<file path="src/rtl/gpirq_pkg.sv">
package gpirq_pkg;
  localparam int unsigned DEF_PINS = 13;

  function automatic logic any_open(input logic [DEF_PINS-1:0] st,
                                    input logic [DEF_PINS-1:0] mk);
    return |(st & ~mk);
  endfunction
endpackage

</file>
<file path="src/rtl/gpirq_status_cell.sv">
module gpirq_status_cell (
  input  logic clk,
  input  logic rst,
  input  logic evt,
  input  logic rd,
  output logic st_q,
  output logic st_d
);
  // An event wins over a clear in the same cycle
  assign st_d = evt | (st_q & ~rd);

  always_ff @(posedge clk) begin
    if (rst) st_q <= 1'b0;
    else     st_q <= st_d;
  end

  AST_STICKY_HOLD: assert property (@(posedge clk) disable iff (rst)
    (st_q && !rd) |=> st_q);
  AST_EVT_KEPT: assert property (@(posedge clk) disable iff (rst)
    evt |=> st_q);
  AST_READ_CLEARS: assert property (@(posedge clk) disable iff (rst)
    (rd && !evt) |=> !st_q);
endmodule

</file>
<file path="src/rtl/gpirq_mask_reg.sv">
module gpirq_mask_reg #(
  parameter int unsigned W = 13
) (
  input  logic         clk,
  input  logic         rst,
  input  logic         wr,
  input  logic [W-1:0] wdat,
  output logic [W-1:0] mk_q,
  output logic [W-1:0] mk_d
);
  localparam logic [W-1:0] ALL_BLOCKED = {W{1'b1}};

  assign mk_d = wr ? wdat : mk_q;

  always_ff @(posedge clk) begin
    if (rst) mk_q <= ALL_BLOCKED;
    else     mk_q <= mk_d;
  end

  AST_MASK_LOAD: assert property (@(posedge clk) disable iff (rst)
    wr |=> (mk_q == $past(wdat)));
  AST_MASK_HOLD: assert property (@(posedge clk) disable iff (rst)
    !wr |=> $stable(mk_q));
endmodule

</file>
<file path="src/rtl/gpirq_line.sv">
module gpirq_line #(
  parameter int unsigned W = 13
) (
  input  logic         clk,
  input  logic         rst,
  input  logic [W-1:0] st_d,
  input  logic [W-1:0] mk_d,
  input  logic [W-1:0] st_q,
  input  logic [W-1:0] mk_q,
  output logic         irq_q
);
  // Registered from next-state so the line moves at the same edge as status
  always_ff @(posedge clk) begin
    if (rst) irq_q <= 1'b0;
    else     irq_q <= |(st_d & ~mk_d);
  end

  AST_IRQ_TRACKS: assert property (@(posedge clk) disable iff (rst)
    irq_q == (|(st_q & ~mk_q)));
endmodule

</file>
<file path="src/rtl/gpirq_ctrl.sv">
module gpirq_ctrl #(
  parameter int unsigned N_PINS = gpirq_pkg::DEF_PINS
) (
  input  logic              clk,
  input  logic              rst,
  input  logic [N_PINS-1:0] evt_pulse,
  input  logic              rd_stb,
  output logic [N_PINS-1:0] rd_data,
  input  logic              wr_stb,
  input  logic [N_PINS-1:0] wr_data,
  output logic              irq
);
  logic [N_PINS-1:0] st_q, st_d, mk_q, mk_d;

  for (genvar g = 0; g < N_PINS; g++) begin : g_cell
    gpirq_status_cell u_cell (
      .clk  (clk),
      .rst  (rst),
      .evt  (evt_pulse[g]),
      .rd   (rd_stb),
      .st_q (st_q[g]),
      .st_d (st_d[g])
    );
  end

  gpirq_mask_reg #(.W(N_PINS)) u_mask (
    .clk  (clk),
    .rst  (rst),
    .wr   (wr_stb),
    .wdat (wr_data),
    .mk_q (mk_q),
    .mk_d (mk_d)
  );

  gpirq_line #(.W(N_PINS)) u_line (
    .clk   (clk),
    .rst   (rst),
    .st_d  (st_d),
    .mk_d  (mk_d),
    .st_q  (st_q),
    .mk_q  (mk_q),
    .irq_q (irq)
  );

  assign rd_data = st_q;

  AST_QUIET_READ_DROPS: assert property (@(posedge clk) disable iff (rst)
    (rd_stb && evt_pulse == '0 && !wr_stb) |=> !irq);
endmodule

</file>
<file path="config.mk">
export PLATFORM = sky130hd
export DESIGN_NAME = gpirq_ctrl
export DESIGN_NICKNAME = d
export VERILOG_FILES = /design/src/rtl/gpirq_pkg.sv /design/src/rtl/gpirq_status_cell.sv /design/src/rtl/gpirq_mask_reg.sv /design/src/rtl/gpirq_line.sv /design/src/rtl/gpirq_ctrl.sv
export SDC_FILE = /design/constraint.sdc
export NUM_CORES = 1
export LEC_CHECK = 0
export ABC_AREA = 0
export BUFFER_PORTS_ARGS = -buffer_cell sky130_fd_sc_hd__clkbuf_2
export CAP_MARGIN = 15
export CORE_AREA = 3 3 58 60
export CTS_CLUSTER_SIZE = 40
export DETAILED_ROUTE_END_ITERATION = 6
export DIE_AREA = 0 0 61 63
export PLACE_DENSITY = 0.61
export SYNTH_ARGS = -nofsm -noshare
export SYNTH_HDL_FRONTEND = slang
export SYNTH_SLANG_ARGS = --single-unit
export TNS_END_PERCENT = 1
</file>
<file path="constraint.sdc">
create_clock -name clk -period 1.99 [get_ports clk]
set_input_delay 0.398 -clock clk [delete_from_list [all_inputs] [get_ports clk]]
set_output_delay 0.398 -clock clk [all_outputs]
set_load 0.02 [all_outputs]
</file>
==> flow_metrics.py <==
metrics = {
    "placement": {
        "port_buffers": 43,
        "dp_worst_setup_slack_ps": 261,
        "dp_hpwl_mm": 1.65,
        "gp_congestion": 0.769,
    },
    "logic_synthesis": {
        "netlist_area_mm2": 0.00114,
        "ys_top_cells_by_area": "dfxtp_1 (47%), buf_4 (8.5%), mux2i_1 (6.1%)",
        "synth_ff_type": "dfxtp_1",
        "synth_common_cells": "dfxtp_1 (27), nor2_1 (18), buf_4 (13)",
        "synth.most_common_cell": "dfxtp_1",
        "syn_avg_cell_area_um2": 9.54,
        "synth_cells": 120,
        "yosysWarnings": 0,
        "synth_edf_count": 0,
        "ys_types": 26,
        "ys_ff_latch": 27,
        "async_flop_share_pct": 0,
        "syn_nets": 150,
        "yosys.area.top_type": "dfxtp_1",
        "synth_top_cell_area_share_pct": 47.2,
        "ys_seq_area_share_pct": 47.2,
    },
    "critical_path": {
        "cp-endpoint": "u_line.irq_q$_SDFF_PP0_",
        "r2r_start": "g_cell[2].u_cell.st_q$_SDFF_PP0_",
        "endpoint_kind": "register",
        "cp_max_fo": 21,
        "required_ps": 2240,
        "path_class": "in -> reg",
        "critical_path.startpoint_type": "input port",
        "startpoint": "wr_stb",
        "reg2reg_to": "u_line.irq_q$_SDFF_PP0_",
        "arrival_ps": 1600,
        "r2r_setup_slack_ps": 760,
        "reg2reg_depth": 5,
    },
    "power_and_ir_drop": {
        "power.total_uw": 992,
        "leakage_nw": 0.615,
        "ir_worst_vdd_v": 0.000233,
        "power_density_mw_per_mm2": 766,
    },
    "floorplanning": {
        "fp.dieW_um": 61,
        "core_mm2": 0.00298,
        "die_area_mm2": 0.00384,
        "io-pin-count": 44,
        "rows": 20,
        "die_h_um": 63,
        "initial_core_util_pct": 38.4,
    },
    "drt": {
        "drc": 0,
        "totalWireLength_mm": 2.13,
        "wl_per_cell_um": 11.7,
        "post_drt_via_cell_ratio": 4.73,
        "drt_iter0_drc": 41,
        "drtPass1Iterations": 4,
        "via_count": 860,
        "ant_nets": 0,
    },
    "global_route": {
        "antenna_found_initial": 0,
        "grt_max_degree": 28,
        "grt.overflow.total": 0,
        "grt_usage_pct": 11.7,
        "grt_pass1_wl_mm": 3.47,
        "grt_pass1_vias": 861,
    },
    "clock_tree": {
        "post-cts-setup-buffers": 0,
        "cts_hold_buf": 0,
        "cts_inserted_buffers": 3,
        "root_buffer": "clkbuf_4",
        "cts.repair.resized": 0,
        "h-tree-depth": 1,
        "clk_path_buf_depth": 2,
        "cts_tree": "yes",
        "cts_sinks": 27,
        "clk_pin_slew_ps": 150,
        "clock_insertion_delay_worst_skew_ps": 320,
    },
    "timing": {
        "setup_viol": 0,
        "fmax_ghz": 0.743,
        "tns_ps": 0,
        "final-max-slew-violation-count": 0,
        "min_period_over_period_pct": 67.7,
        "setup_ws_ps": 643,
        "max_slew.worst_pin.slew_ps": 495,
        "max_slew_margin_pct": 67.0,
        "whs_ps": 287,
        "finClkSkew_ps": 5.55,
        "final_hold_viol_count": 0,
        "rsz0062_at_grt": "false",
        "period_needed_ps": 1350,
    },
    "finish": {
        "num_antenna_cells": 0,
        "final_nets": 180,
        "synthToLayoutAreaGrowth_pct": 13.1,
        "fill_cells": 330,
        "utilization_pct": 43.5,
        "drive_gt1_share_pct": 36.9,
    },
    "flow_run": {
        "max_cap_violations": 0,
    },
    "hold_path": {
        "hp-class": "in -> reg",
    },
    "status": {
        "status": "complete, no violations",
    },
}
per-stage QoR:
step | instances | instance area [um2]
global placement | 178 | 1270
floorplan | 120 | 1140
CTS | 182 | 1290
global route | 182 | 1290
finish | 182 | 1290
detailed placement | 178 | 1270
area by class of cell:
| type | instances | area (um2) | area share, % |
|---|---|---|---|
| Clock buffer | 3 | 22.5 | 1.74 |
| Inverter | 1 | 3.75 | 0.290 |
| Clock inverter | 1 | 5.00 | 0.386 |
| Timing Repair Buffer | 43 | 215 | 16.6 |
| Sequential cell | 27 | 541 | 41.7 |
| Multi-Input combinational cell | 74 | 467 | 36.0 |
| Tap cell | 33 | 41.3 | 3.19 |
worst min path at each step:
stage                              startpoint                                 to  slack, ps  cells past startpoint
global placement    u_mask.mk_q[9]$_SDFF_PP1_          u_mask.mk_q[9]$_SDFF_PP1_        460                      2
detailed placement  u_mask.mk_q[9]$_SDFF_PP1_          u_mask.mk_q[9]$_SDFF_PP1_        460                      2
CTS                              evt_pulse[0]   g_cell[0].u_cell.st_q$_SDFF_PP0_        280                      3
global route                       wr_data[7]          u_mask.mk_q[7]$_SDFF_PP1_        270                      2
floorplan           u_mask.mk_q[9]$_SDFF_PP1_          u_mask.mk_q[9]$_SDFF_PP1_        440                      2
finish                          evt_pulse[12]  g_cell[12].u_cell.st_q$_SDFF_PP0_        290                      3
report_power, final:
group	switching (mW)	total (mW)	leakage (nW)	internal (mW)
Clock	0.158	0.233	0.0177	0.0752
Sequential	0.0119	0.588	0.225	0.576
Combinational	0.0916	0.171	0.372	0.0795
Total	0.262	0.992	0.615	0.731
sequential cells by signal (all words and copies together), names as in the netlist:
name / cells
g_cell.u_cell.st_q: 13
u_mask.mk_q: 13
u_line.irq_q: 1
cell usage in the layout, fill, tap and decap left out, drive strengths merged, types with 4 or more instances in the layout:
| cell | Yosys | final |
|---|---|---|
| nand2b | 7 | 7 |
| nor2 | 18 | 18 |
| mux2i | 7 | 7 |
| nor2b | 5 | 5 |
| dfxtp | 27 | 27 |
| and2b | 4 | 4 |
| a211oi | 4 | 4 |
| clkbuf | 4 | 46 |
| a21oi | 8 | 8 |
| a211o | 4 | 4 |
| o21ai | 5 | 5 |
layer usage:
layer  global-route usage (%)  share of wire, %  up-vias
li1                         -                 -      448
met1                     14.0                45      389
met2                     19.7                49       21
met3                     1.86               5.3        2
met4                     5.69               1.3        0
met5                        0                 0        -
worst max-delay path: stages:
cell	delay [ps]
clkbuf_2	380
mux2_2	400
o22ai_1	150
nor3_1	80
a41oi_1	200
kinds of logic (layout without fill, tap and decap cells):
kind of cell	Yosys count	after routing	synth area share, %
mux	9	9	8.09
buf+inv	19	48	12.0
simple gates	42	42	19.9
flops	27	27	47.2
compound gates	23	23	12.8
Power figures use the tool's default switching activity.
